--- config.mk ---
export PLATFORM = sky130hd
export DESIGN_NAME = tcvr_ctrl_port
export DESIGN_NICKNAME = d
export VERILOG_FILES = /design/src/rtl/tcvr_ctrl_pkg.sv /design/src/rtl/tcvr_sync.sv /design/src/rtl/tcvr_frame_rx.sv /design/src/rtl/tcvr_regbank.sv /design/src/rtl/tcvr_readback.sv /design/src/rtl/tcvr_ctrl_port.sv
export SDC_FILE = /design/constraint.sdc
export NUM_CORES = 1
export LEC_CHECK = 0
export ABC_AREA = 1
export BUFFER_PORTS_ARGS = -buffer_cell sky130_fd_sc_hd__buf_2
export CORE_ASPECT_RATIO = 0.75
export CORE_MARGIN = 2
export CORE_UTILIZATION = 55
export CTS_BUF_LIST = sky130_fd_sc_hd__clkbuf_16
export CTS_CLUSTER_DIAMETER = 100
export CTS_CLUSTER_SIZE = 8
export DETAILED_ROUTE_END_ITERATION = 8
export GPL_TIMING_DRIVEN = 0
export PLACE_DENSITY = 0.87
export SLEW_MARGIN = 10
export SYNTH_ARGS = -nofsm -noshare
export SYNTH_HDL_FRONTEND = slang
export SYNTH_SLANG_ARGS = --single-unit
export TNS_END_PERCENT = 50
--- constraint.sdc ---
create_clock -name clk -period 2.9 [get_ports clk]
set_input_delay 0.58 -clock clk [delete_from_list [all_inputs] [get_ports clk]]
set_output_delay 0.58 -clock clk [all_outputs]
set_load 0.05 [all_outputs]
--- src/rtl/tcvr_ctrl_pkg.sv ---
package tcvr_ctrl_pkg;
  localparam int FRAME_W = 16;
  localparam int ADDR_W  = 4;
  localparam int FIELD_W = FRAME_W - ADDR_W;
  localparam int NREG    = 6;
  localparam int STAT_W  = 12;
  localparam int CNT_W   = $clog2(FRAME_W + 1);
  localparam int SIDX_W  = $clog2(STAT_W);

  // register slots and their bus addresses
  localparam int IDX_SYN_LO = 0;
  localparam int IDX_SYN_HI = 1;
  localparam int IDX_XTAL   = 2;
  localparam int IDX_VCO    = 3;
  localparam int IDX_RX     = 4;
  localparam int IDX_MODE   = 5;
  localparam logic [ADDR_W-1:0] REG_ADDR [NREG] = '{4'hF, 4'h7, 4'hB, 4'h3, 4'hD, 4'h5};
  localparam logic [ADDR_W-1:0] RD_ADDR = '0;

  // field positions inside a stored word (frame bit minus ADDR_W)
  localparam int F_MD_LO  = 0;
  localparam int F_MD_HI  = 1;
  localparam int F_EXT    = 2;
  localparam int F_CAL    = 3;
  localparam int F_XOD    = 4;
  localparam int F_SC_LO  = 5;
  localparam int F_SC_HI  = 6;
  localparam int F_CLR_LO = 0;
  localparam int F_CLR_HI = 5;
  localparam int F_DP     = 10;
  localparam int STAT_FLAG = 6;

  typedef logic [FIELD_W-1:0] field_t;
  typedef logic [NREG-1:0][FIELD_W-1:0] regfile_t;
endpackage

--- src/rtl/tcvr_sync.sv ---
module tcvr_sync #(
  parameter int W = 3
) (
  input  logic         clk,
  input  logic         rst_n,
  input  logic [W-1:0] async_i,
  output logic [W-1:0] lvl_o,
  output logic [W-1:0] rise_o,
  output logic [W-1:0] fall_o
);
  for (genvar g = 0; g < W; g++) begin : g_bit
    logic m1, m2, m3;
    always_ff @(posedge clk or negedge rst_n) begin
      if (!rst_n) begin
        m1 <= 1'b0;
        m2 <= 1'b0;
        m3 <= 1'b0;
      end else begin
        m1 <= async_i[g];
        m2 <= m1;
        m3 <= m2;
      end
    end
    assign lvl_o[g]  = m2;
    assign rise_o[g] = m2 & ~m3;
    assign fall_o[g] = ~m2 & m3;
  end
endmodule

--- src/rtl/tcvr_frame_rx.sv ---
module tcvr_frame_rx
  import tcvr_ctrl_pkg::*;
(
  input  logic              clk,
  input  logic              rst_n,
  input  logic              sclk_rise_i,
  input  logic              lat_rise_i,
  input  logic              lat_lvl_i,
  input  logic              dat_lvl_i,
  input  logic              busy_i,
  output logic              commit_o,
  output logic [ADDR_W-1:0] addr_o,
  output field_t            data_o
);
  logic [FRAME_W-1:0] shreg;
  logic [CNT_W-1:0]   cnt;
  logic               full;

  assign full = (cnt == CNT_W'(FRAME_W));

  always_ff @(posedge clk or negedge rst_n) begin
    if (!rst_n) begin
      shreg <= '0;
      cnt   <= '0;
    end else if (!busy_i) begin
      if (lat_rise_i) begin
        cnt <= '0;
      end else if (sclk_rise_i && !lat_lvl_i) begin
        shreg <= {shreg[FRAME_W-2:0], dat_lvl_i};
        if (!full) cnt <= cnt + 1'b1;
      end
    end
  end

  assign commit_o = lat_rise_i && !busy_i && full;
  assign addr_o   = shreg[ADDR_W-1:0];
  assign data_o   = shreg[FRAME_W-1:ADDR_W];
endmodule

--- src/rtl/tcvr_regbank.sv ---
module tcvr_regbank
  import tcvr_ctrl_pkg::*;
(
  input  logic              clk,
  input  logic              rst_n,
  input  logic              commit_i,
  input  logic [ADDR_W-1:0] addr_i,
  input  field_t            data_i,
  input  logic              clr_i,
  output regfile_t          regs_o
);
  for (genvar g = 0; g < NREG; g++) begin : g_reg
    field_t q;
    always_ff @(posedge clk or negedge rst_n) begin
      if (!rst_n) begin
        q <= '0;
      end else begin
        if (commit_i && addr_i == REG_ADDR[g]) q <= data_i;
        // partial clear applies to the mode register only and wins over a write
        if (g == IDX_MODE && clr_i) q[F_CLR_HI:F_CLR_LO] <= '0;
      end
    end
    assign regs_o[g] = q;
  end
endmodule

--- src/rtl/tcvr_readback.sv ---
module tcvr_readback
  import tcvr_ctrl_pkg::*;
(
  input  logic              clk,
  input  logic              rst_n,
  input  logic              start_i,
  input  logic [STAT_W-1:0] status_i,
  input  logic              sclk_rise_i,
  input  logic              sclk_fall_i,
  output logic              active_o,
  output logic              pull_o,
  output logic [SIDX_W-1:0] rises_o
);
  logic [STAT_W-1:0] word;
  logic [SIDX_W-1:0] bit_idx;
  logic [SIDX_W-1:0] rises;

  always_ff @(posedge clk or negedge rst_n) begin
    if (!rst_n) begin
      active_o <= 1'b0;
      word     <= '0;
      bit_idx  <= '0;
      rises    <= '0;
    end else if (!active_o) begin
      if (start_i) begin
        active_o <= 1'b1;
        word     <= status_i;
        bit_idx  <= '0;
        rises    <= '0;
      end
    end else if (sclk_rise_i) begin
      if (rises == SIDX_W'(STAT_W - 1)) active_o <= 1'b0;
      else rises <= rises + 1'b1;
    end else if (sclk_fall_i) begin
      if (bit_idx != SIDX_W'(STAT_W - 1)) bit_idx <= bit_idx + 1'b1;
    end
  end

  assign pull_o  = active_o & ~word[bit_idx];
  assign rises_o = rises;
endmodule

--- src/rtl/tcvr_ctrl_port.sv ---
module tcvr_ctrl_port
  import tcvr_ctrl_pkg::*;
#(
  parameter int CLR_HOLD = 2
) (
  input  logic        clk,
  input  logic        rst_n,
  input  logic        sclk_i,
  input  logic        slat_i,
  input  logic        sdi_i,
  output logic        sdo_pull_o,
  input  logic [1:0]  mode_pin_i,
  input  logic        pll_lock_i,
  input  logic        sys_err_i,
  input  logic        batt_ok_i,
  input  logic        rx_raw_i,
  output logic        rx_data_o,
  input  logic        xo_clk_i,
  output logic        xo_clk_o,
  output logic [1:0]  op_mode_o,
  output logic        vco_autocal_o,
  output logic [11:0] syn_lo_o,
  output logic [11:0] syn_hi_o,
  output logic [11:0] xtal_cfg_o,
  output logic [11:0] vco_cfg_o,
  output logic [11:0] rx_cfg_o,
  output logic [11:0] mode_cfg_o
);
  localparam int HOLD_W = $clog2(CLR_HOLD + 1);

  logic [2:0] s_lvl, s_rise, s_fall;
  logic       commit, rd_start, rd_active, clr;
  logic [ADDR_W-1:0] c_addr;
  field_t     c_data, mode_r;
  regfile_t   regs;
  logic [STAT_W-1:0] status;
  logic [SIDX_W-1:0] rd_rises;
  logic [HOLD_W-1:0] hold_cnt;
  logic       both_hi, flag;

  tcvr_sync #(.W(3)) u_sync (
    .clk(clk), .rst_n(rst_n),
    .async_i({sdi_i, slat_i, sclk_i}),
    .lvl_o(s_lvl), .rise_o(s_rise), .fall_o(s_fall)
  );

  tcvr_frame_rx u_rx (
    .clk(clk), .rst_n(rst_n),
    .sclk_rise_i(s_rise[0]), .lat_rise_i(s_rise[1]),
    .lat_lvl_i(s_lvl[1]), .dat_lvl_i(s_lvl[2]),
    .busy_i(rd_active),
    .commit_o(commit), .addr_o(c_addr), .data_o(c_data)
  );

  // combined clock+latch hold detector
  assign both_hi = s_lvl[0] & s_lvl[1];
  always_ff @(posedge clk or negedge rst_n) begin
    if (!rst_n) hold_cnt <= '0;
    else if (!both_hi) hold_cnt <= '0;
    else if (hold_cnt != HOLD_W'(CLR_HOLD)) hold_cnt <= hold_cnt + 1'b1;
  end
  assign clr = both_hi && (hold_cnt >= HOLD_W'(CLR_HOLD - 1));

  tcvr_regbank u_regs (
    .clk(clk), .rst_n(rst_n),
    .commit_i(commit), .addr_i(c_addr), .data_i(c_data),
    .clr_i(clr), .regs_o(regs)
  );

  assign mode_r = regs[IDX_MODE];

  always_comb begin
    unique case (mode_r[F_SC_HI:F_SC_LO])
      2'b10:   flag = sys_err_i;
      2'b11:   flag = batt_ok_i;
      default: flag = pll_lock_i;
    endcase
    status = '0;
    status[STAT_FLAG] = flag;
    status[ADDR_W-1:0] = RD_ADDR;
  end

  assign rd_start = commit && (c_addr == RD_ADDR);

  tcvr_readback u_rb (
    .clk(clk), .rst_n(rst_n),
    .start_i(rd_start), .status_i(status),
    .sclk_rise_i(s_rise[0]), .sclk_fall_i(s_fall[0]),
    .active_o(rd_active), .pull_o(sdo_pull_o), .rises_o(rd_rises)
  );

  assign op_mode_o     = mode_r[F_EXT] ? mode_r[F_MD_HI:F_MD_LO] : mode_pin_i;
  assign xo_clk_o      = xo_clk_i & ~mode_r[F_XOD];
  assign vco_autocal_o = mode_r[F_CAL];
  assign rx_data_o     = regs[IDX_XTAL][F_DP] ? rx_raw_i : ~rx_raw_i;

  assign syn_lo_o   = regs[IDX_SYN_LO];
  assign syn_hi_o   = regs[IDX_SYN_HI];
  assign xtal_cfg_o = regs[IDX_XTAL];
  assign vco_cfg_o  = regs[IDX_VCO];
  assign rx_cfg_o   = regs[IDX_RX];
  assign mode_cfg_o = mode_r;
endmodule

=== Word level (Yosys, flattened, before mapping) ===
Index checks and enable logic that the tools add are counted.

* Word-level logic and storage cells: 107
* Register bits after elaboration: 113
* Output and inout port bits: 78

* Equal/unequal tests: 19
* Reductions and logical operators: 22
* Muxes and demuxes: 24
* Magnitude comparators: 2
* Add/subtract/negate cells: 4
* Bitwise operators: 14

{| class="wikitable"
|+ Operators by type and width
! operator !! count
|-
| $mux W4 || 8
|-
| $eq A4 B4 Y1 const B || 4
|-
| $mux W5 || 3
|-
| $mux W6 || 2
|-
| $logic_and A1 B1 Y1 || 11
|-
| $ne A2 B2 Y1 const B || 5
|-
| $reduce_and A3 Y1 || 3
|-
| $add A4 B1 Y4 const B || 2
|-
| $eq A4 B3 Y1 const B || 2
|-
| $not A1 Y1 || 8
|-
| $and A1 B1 Y1 || 6
|-
| $mux W1 || 6
|-
| $mux W2 || 3
|-
| $ne A2 B1 Y1 const B || 3
|-
| $reduce_bool A2 Y1 || 3
|-
| $add A5 B1 Y5 const B || 1
|-
| $eq A5 B5 Y1 const B || 1
|-
| $lt A4 B5 Y1 const B || 1
|-
| $bmux W1 S4 || 1
|-
| $eq A2 B2 Y1 const B || 2
|-
| $eq A4 B2 Y1 const B || 1
|-
| $logic_not A4 Y1 || 1
|-
| $ne A4 B4 Y1 const B || 1
|-
| $reduce_and A4 Y1 || 1
|-
| 5 further kinds || 6
|}

=== Depth between registers and ports, before layout ===
Gate-level depths: netlist of the first run.

* Word-level depth: 7
* Mapped depth: 11
* Depth with buffers taken out: 10

=== Modules after synthesis ===
From an unflattened synthesis of the first run, not the netlist that was laid out.

* Cell total of the unflattened synthesis: 570
* Area total of the unflattened synthesis: 5,592.9 um^2

{| class="wikitable"
|+ By module, submodules not included
! module !! sequential area each (um^2) !! cells an instance !! area an instance (um^2) !! times used
|-
| tcvr_regbank || 1,801.7 || 265 || 2,895.3 || 1
|-
| tcvr_readback || 525.5 || 129 || 1,153.6 || 1
|-
| tcvr_frame_rx || 525.5 || 114 || 1,029.7 || 1
|-
| tcvr_sync || 225.2 || 24 || 292.8 || 1
|-
| tcvr_ctrl_port || 50.0 || 38 || 221.5 || 1
|}

=== Least setup slack after synthesis of the first run ===
OpenSTA, ideal clock, no wires.

* Path kind: register to output
* From: register u_regs.g_reg[2].q[10]
* To: output port rx_data_o
* Stages on the path, launching flop included: 2
* Setup slack: 0.834 ns
* Required time: 2.320 ns
* Arrival: 1.486 ns
* Path through: dfrtp_1 -> xnor2_1

* Word-level cells in the longest chain between the ends: 1

{| class="wikitable"
|+ Ends and longest elaborated chain
! item !! RTL line !! text
|-
| from (decl) || tcvr_regbank.sv:13 || <nowiki>field_t q;</nowiki>
|-
| from (signal assigned) || tcvr_regbank.sv:18 || <nowiki>if (commit_i && addr_i == REG_ADDR[g]) q <= data_i;</nowiki>
|-
| $mux W1 || tcvr_ctrl_port.sv:95 || <nowiki>assign rx_data_o = regs[IDX_XTAL][F_DP] ? rx_raw_i : ~rx_raw_i;</nowiki>
|-
| to (decl) || tcvr_ctrl_port.sv:17 || <nowiki>output logic rx_data_o,</nowiki>
|}

No other way between the ends.

=== Worst setup path after layout of the first run ===
* From: register u_regs.g_reg[5].q[2]
* To: output port op_mode_o[1]

* Word-level cells in the longest chain between the ends: 1

{| class="wikitable"
|+ Ends and longest elaborated chain
! item !! RTL line !! text
|-
| from (decl) || tcvr_regbank.sv:13 ||
|-
| from (signal assigned) || tcvr_regbank.sv:18 ||
|-
| $mux W2 || tcvr_ctrl_port.sv:92 || <nowiki>assign op_mode_o = mode_r[F_EXT] ? mode_r[F_MD_HI:F_MD_LO] : mode_pin_i;</nowiki>
|-
| to (decl) || tcvr_ctrl_port.sv:20 || <nowiki>output logic [1:0] op_mode_o,</nowiki>
|}

No other way between the ends.

==> results.py, run 1 <==
metrics = {
    "outcome": {
        "status": "complete, no violations",
    },
    "floorplan": {
        "die_w_um": 111,
        "initial_core_util": 0.563,
        "dieArea_mm2": 0.00934,
        "rows": 29,
        "ios": 90,
        "core_mm2": 0.00838,
        "fp.dieH_um": 84.2,
    },
    "grt": {
        "grtUsageTotal": 0.271,
        "met2_usage": 0.422,
        "grt_pass1_vias": 3873,
        "grt_pass1_wl_um": 19500,
        "gr-max-usage-layer": "met2",
        "grt_use_met1": 0.367,
        "overflow": 0,
        "grt_max_degree": 64,
        "antenna_found_initial": 0,
        "grt.met3_usage": 0.0729,
    },
    "placement": {
        "gp_congestion": 0.817,
        "hpwlAfterDp_um": 7620,
        "pre_cts_ws_ns": 1.19,
        "io_buffers": 89,
    },
    "cells_and_area": {
        "multiInputGateArea_mm2": 0.00160,
        "area_growth_pct": 26.2,
        "drive_gt1_frac": 0.281,
        "postLayoutCoreUtil": 0.711,
        "final_cell_mix": "nand2_1 (141), dfrtp_1 (113), buf_2 (95), inv_1 (39), o21ai_1 (38)",
        "regArea_mm2": 0.00283,
        "fillers": 563,
        "mostFrequentLayoutCell": "nand2_1",
        "nets": 613,
        "n_antenna_cell": 0,
    },
    "sta": {
        "max_freq_mhz": 513,
        "slew-limit-headroom": 0.685,
        "hold_ws_ns": 0.106,
        "skew_ns": 0.00783,
        "maxSlewViolCount": 0,
        "min_period_over_period": 0.673,
        "period_needed_ns": 1.95,
        "final-setup-viol-count": 0,
        "worst_slack_ns": 0.949,
        "hold_viol_final": 0,
        "final.setup.tns_ns": 0,
        "rsz0062_at_grt": "no",
        "worst_pin_slew_ns": 0.473,
    },
    "critical_path": {
        "slowest_delay_ns": 0.40,
        "crit_chain": "mux2_2, buf_2",
        "cp_data_arrival_time_ns": 1.37,
        "slowest_stage": "dfrtp_1",
        "start_kind": "register",
        "critPathRequiredTime_ns": 2.32,
        "crit_type": "reg2out",
        "path_max_fanout": 4,
        "critPathCaptureType": "output port",
    },
    "clock_tree": {
        "htree_levels": 4,
        "clock_latency_ns": 0.41,
        "cts.repair.resized": 0,
        "post_cts_buffers": 0,
        "path_clk_slew_ns": 0.05,
        "postCtsHoldBufs": 0,
        "cts.sinks": 113,
        "clockRootBuffer": "clkbuf_16",
        "cts_tree": "built",
        "cts_buffer_depth": 2,
        "cts-buffers-inserted": 17,
    },
    "yosys": {
        "synth_mux_area_frac": 0.00477,
        "synth_seq_area_share": 0.599,
        "synthesis.instances": 486,
        "yosysWarnings": 0,
        "synth_top_family_by_area": "simple AND/OR/NAND/NOR gates",
        "synth_fp_nets": 504,
        "synthXorXnorAreaFrac": 0.00743,
        "synth.cell_area_mm2": 0.00472,
        "synth_simple_gate_area_frac": 0.193,
        "synthDistinctLibCells": 31,
        "synth_compound_area_frac": 0.117,
        "synth-adder-area-share": 0.0159,
        "synth_seq_cells": 113,
        "postSynthAreaPerCell_um2": 9.71,
    },
    "routing": {
        "viasPerCell": 5.54,
        "ant_nets": 0,
        "detail_route.first_pass.iterations": 5,
        "vias": 3964,
        "postRouteWirelength_um": 11900,
        "wl_per_cell_um": 16.6,
        "drt_iter0_drc": 378,
        "drc": 0,
    },
    "power": {
        "leakage_nw": 3.12,
        "ir_worst_vdd_mv": 0.542,
        "p_per_area_mw_per_mm2": 691,
    },
    "run": {
        "max-cap-violations": 0,
    },
    "worst_hold_path": {
        "hp-class": "in2async",
    },
}
==> synthesized netlist by cell type <==
master	instances	area share
a21oi_1	1	0.0011
nor2_4	1	0.0024
nand3_4	1	0.0037
nor3b_1	2	0.0032
or2_1	1	0.0013
buf_2	7	0.0074
buf_4	1	0.0016
xor2_1	2	0.0037
o21ai_0	23	0.024
buf_6	7	0.017
ha_1	6	0.016
inv_2	2	0.0016
clkbuf_1	4	0.0032
xnor2_1	2	0.0037
dfrtp_1	113	0.60
inv_1	38	0.030
nor2_2	1	0.0013
mux2_2	2	0.0048
nand2_4	3	0.0072
a211oi_1	1	0.0016
nor3_1	1	0.0011
or2_2	1	0.0013
nor2_1	23	0.018
o21ai_1	38	0.040
nand2_1	141	0.11
nand4_1	10	0.013
inv_4	1	0.0013
o211ai_1	1	0.0016
o21ai_2	26	0.048
nand3b_1	1	0.0016
nand3_1	25	0.027
==> cell type report <==
type | instances | area share
Inverter | 41 | 0.0263
Sequential cell | 113 | 0.475
Multi-Input combinational cell | 313 | 0.268
Clock buffer | 17 | 0.0714
Clock inverter | 15 | 0.0332
Tap cell | 108 | 0.0227
Buffer | 19 | 0.0229
Timing Repair Buffer | 90 | 0.0805
==> report_power, final <==
part / switching [mW] / internal [mW]
clock network: 0.701 / 1.50
logic: 0.180 / 0.0597
registers: 0.0481 / 1.63
==> metal layers <==
| layer | vias up | wire length, um |
|---|---|---|
| met3 | 40 | 928 |
| li1 | 1799 | - |
| met4 | 0 | 355 |
| met1 | 1937 | 4990 |
| met2 | 188 | 5650 |
| met5 | - | 0 |
==> critical path, delay by kind of cell, from the launching register on <==
family	cells	cell delay [ns]
buf+inv	1	0.21
flops	1	0.40
mux	1	0.35
==> path summary, 6_finish.rpt <==
| check | startpoint | end | slack [ns] | cells past startpoint |
|---|---|---|---|---|
| max in group asynchronous | rst_n | u_regs.g_reg[0].q[5] | 2.14 | 2 |
| min reg2reg | u_sync.g_bit[1].m1 | u_sync.g_bit[1].m2 | 0.34 | 0 |
| min in group clk | slat_i | u_sync.g_bit[1].m1 | 0.28 | 1 |
| max | u_regs.g_reg[5].q[2] | op_mode_o[1] | 0.95 | 2 |
| min | rst_n | u_regs.g_reg[4].q[2] | 0.11 | 1 |
| max reg2reg | u_rx.cnt[0] | u_regs.g_reg[5].q[0] | 1.18 | 11 |
==> metrics by stage <==
step	power, mW	cells	instance area [um2]
floorplan	1.82	486	4720
global placement	1.91	683	5300
detailed placement	1.93	684	5330
CTS	4.11	716	5960
global route	4.22	716	5960
finish	4.11	716	5960
==> sequential cells by signal (all words and copies together) (netlist names) <==
name and flops:
u_regs.g.q 72, u_rx.shreg 16, u_rx.cnt 5, u_rb.bit_idx 4, u_rb.rises_o 4, u_sync.g_bit.m1 3, u_sync.g_bit.m2 3, hold_cnt 2
u_sync.g_bit.m3 2, u_rb.active_o 1, u_rb.word 1
==> cell families (layout without fill, tap and decap cells) <==
| family | Yosys count | in the layout |
|---|---|---|
| simple gates | 211 | 211 |
| mux | 2 | 2 |
| compound gates | 90 | 90 |
| xor+xnor | 4 | 4 |
| fa+ha+maj | 6 | 6 |
| buf+inv | 60 | 182 |
| flops | 113 | 113 |
Power figures use the tool's default switching activity.
==> run 2: changes to the inputs <==
==> constraint.sdc (replaced) <==
create_clock -name clk -period 1.85 [get_ports clk]
set_input_delay 0.37 -clock clk [delete_from_list [all_inputs] [get_ports clk]]
set_output_delay 0.37 -clock clk [all_outputs]
set_load 0.05 [all_outputs]
==> results.py, run 2 (synthesis results as in run 1) <==
metrics = {
    "floorplan": {
        "fp.dieH_um": 84.2,
        "initial_core_util": 0.563,
        "rows": 29,
        "ios": 90,
        "dieArea_mm2": 0.00934,
        "core_mm2": 0.00838,
        "die_w_um": 111,
    },
    "clock_tree": {
        "cts.sinks": 113,
        "path_clk_slew_ns": 0.05,
        "cts_buffer_depth": 2,
        "clock_latency_ns": 0.42,
        "cts_tree": "built",
        "htree_levels": 4,
        "cts-buffers-inserted": 17,
        "clockRootBuffer": "clkbuf_16",
    },
    "worst_hold_path": {
        "hold_depth": 1,
        "hp-start": "slat_i",
        "min_to": "u_sync.g_bit[1].m1",
        "hp-class": "in2reg",
    },
    "critical_path": {
        "crit_chain": "inv_1, nand4_1, o21ai_1, inv_1, buf_2",
        "critPathRequiredTime_ns": 1.48,
        "rr_worst_depth": 11,
        "slowest_delay_ns": 0.41,
        "path_common_cell": "inv_1",
        "cp_data_arrival_time_ns": 1.39,
        "critical-path-top-delay-family": "flip-flops",
        "slowest_stage": "dfrtp_1",
        "crit_type": "reg2out",
        "critPathCaptureType": "output port",
        "path_max_fanout": 4,
        "path_buf_inv": 3,
        "reg2reg_to": "u_regs.g_reg[3].q[3]",
        "timing.reg2reg.setup_slack_ns": 0.09,
        "r2r_start": "u_rx.cnt[0]",
        "start_kind": "register",
    },
    "placement": {
        "place_inst": 684,
        "io_buffers": 89,
        "gp_congestion": 0.803,
        "hpwlAfterDp_um": 7800,
        "pre_cts_ws_ns": 0.125,
    },
    "routing": {
        "vias": 4025,
        "wl_per_cell_um": 16.7,
        "detail_route.first_pass.iterations": 6,
        "drc": 0,
        "postRouteWirelength_um": 12000,
        "viasPerCell": 5.62,
        "drt_iter0_drc": 352,
        "ant_nets": 0,
    },
    "power": {
        "p_comb_frac": 0.062,
        "clockPowerShare": 0.524,
        "pwr-share-seq": 0.414,
        "intPower_mw": 4.85,
        "power_mw": 6.34,
        "leakage_nw": 3.11,
        "p_per_area_mw_per_mm2": 1070,
        "ir_worst_vdd_mv": 0.836,
        "power_switching_mw": 1.49,
        "swShare": 0.235,
    },
    "grt": {
        "grt_max_degree": 79,
        "overflow": 0,
        "grt_pass1_vias": 3997,
        "grtUsageTotal": 0.276,
        "grt_pass1_wl_um": 19900,
        "antenna_found_initial": 0,
    },
    "cells_and_area": {
        "fillers": 556,
        "final_cell_mix": "nand2_1 (141), dfrtp_1 (113), buf_2 (95), inv_1 (39), o21ai_1 (39)",
        "top_regs": "u_regs.g.q x72, u_rx.shreg x16, u_rx.cnt x5",
        "top_register": "u_regs.g.q",
        "fin_cells": 716,
        "mostFrequentLayoutCell": "nand2_1",
        "n_antenna_cell": 0,
        "nets": 614,
        "largest_register_ffs": 72,
        "drive_gt1_frac": 0.281,
        "area_growth_pct": 26.1,
    },
    "run": {
        "max-cap-violations": 0,
    },
    "sta": {
        "final-setup-viol-count": 0,
        "worst_pin_slew_ns": 0.471,
        "hold_viol_final": 0,
        "skew_ns": 0.0151,
        "worst_slack_ns": 0.0904,
        "rsz0062_at_grt": "yes",
        "final.setup.tns_ns": 0,
        "max_freq_mhz": 568,
        "min_period_over_period": 0.951,
        "slew-limit-headroom": 0.686,
        "period_needed_ns": 1.76,
        "maxSlewViolCount": 0,
    },
    "outcome": {
        "status": "complete, no violations",
    },
}
[run 2: cell count changes in the layout (fill, tap and decap cells not counted), sizes merged]
cell / delta
dlygate4sd3: +1
bufinv: -1
clkinvlp: +2
clkinv: -2
[run 2: metal layers]
layer / global-route usage / up-vias / wire [um]
met5: 0 / - / 0
met4: 0.118 / 0 / 313
met3: 0.0556 / 40 / 870
met2: 0.435 / 207 / 5760
met1: 0.381 / 1969 / 5030
li1: - / 1809 / -
[run 2: repair_timing]
action,in CTS,in global routing
hold endpoints to repair,35,0
setup buffers,0,0
hold buffers,1,0
resized for setup,0,1
endpoints found under the setup margin,0,26
[run 2: how the worst max path moves through the flow]
| stage | from | endpoint | slack [ns] | depth (start not counted) |
|---|---|---|---|---|
| floorplan | u_regs.g_reg[5].q[4] | xo_clk_o | 0.19 | 1 |
| global placement | rst_n | u_regs.g_reg[0].q[7] | -0.79 | 1 |
| detailed placement | u_rx.cnt[0] | u_regs.g_reg[3].q[10] | 0.12 | 11 |
| CTS | u_rb.bit_idx[0] | sdo_pull_o | 0.04 | 5 |
| global route | u_rx.cnt[0] | u_regs.g_reg[2].q[0] | -0.04 | 9 |
| finish | u_rb.bit_idx[0] | sdo_pull_o | 0.09 | 5 |
[run 2: power by group through the flow]
| stage | clock [mW] | combinational [mW] | sequential, mW |
|---|---|---|---|
| final | 3.33 | 0.391 | 2.63 |
| after global routing | 3.44 | 0.440 | 2.63 |
| after CTS | 3.32 | 0.386 | 2.62 |
| after detailed placement | 0 | 0.370 | 2.66 |
| after global placement | 0 | 0.337 | 2.65 |
| after floorplan | 0 | 0.217 | 2.64 |
[run 2: area by class of cell]
type | count | area [um2] | area share
buffer | 19 | 136 | 0.0229
clock buffer | 17 | 425 | 0.0715
clock inverter | 14 | 173 | 0.0290
inverter | 41 | 156 | 0.0263
multi-input combinational | 313 | 1610 | 0.270
sequential | 113 | 2830 | 0.475
tap | 108 | 135 | 0.0227
timing repair buffer | 91 | 489 | 0.0822
[run 2: through the flow]
stage          utilization  hold slack [ns]  instance area [um2]
2_1_floorplan            -           0.0744                 4730
3_3_place_gp         0.633            0.336                 5310
3_5_place_dp         0.637            0.285                 5340
4_1_cts              0.710           0.0547                 5950
5_1_grt              0.710           0.0565                 5950
6_report             0.710           0.0602                 5950
[run 2: worst reg2reg max path, delay by kind of cell, from the launching register on]
family	cells	cell delay, ns
buffers and inverters	4	0.50
AO/OA/AOI/OAI	1	0.06
adder cells (fa/ha/maj)	1	0.16
AND/OR/NAND/NOR	5	0.50
flip-flops	1	0.42
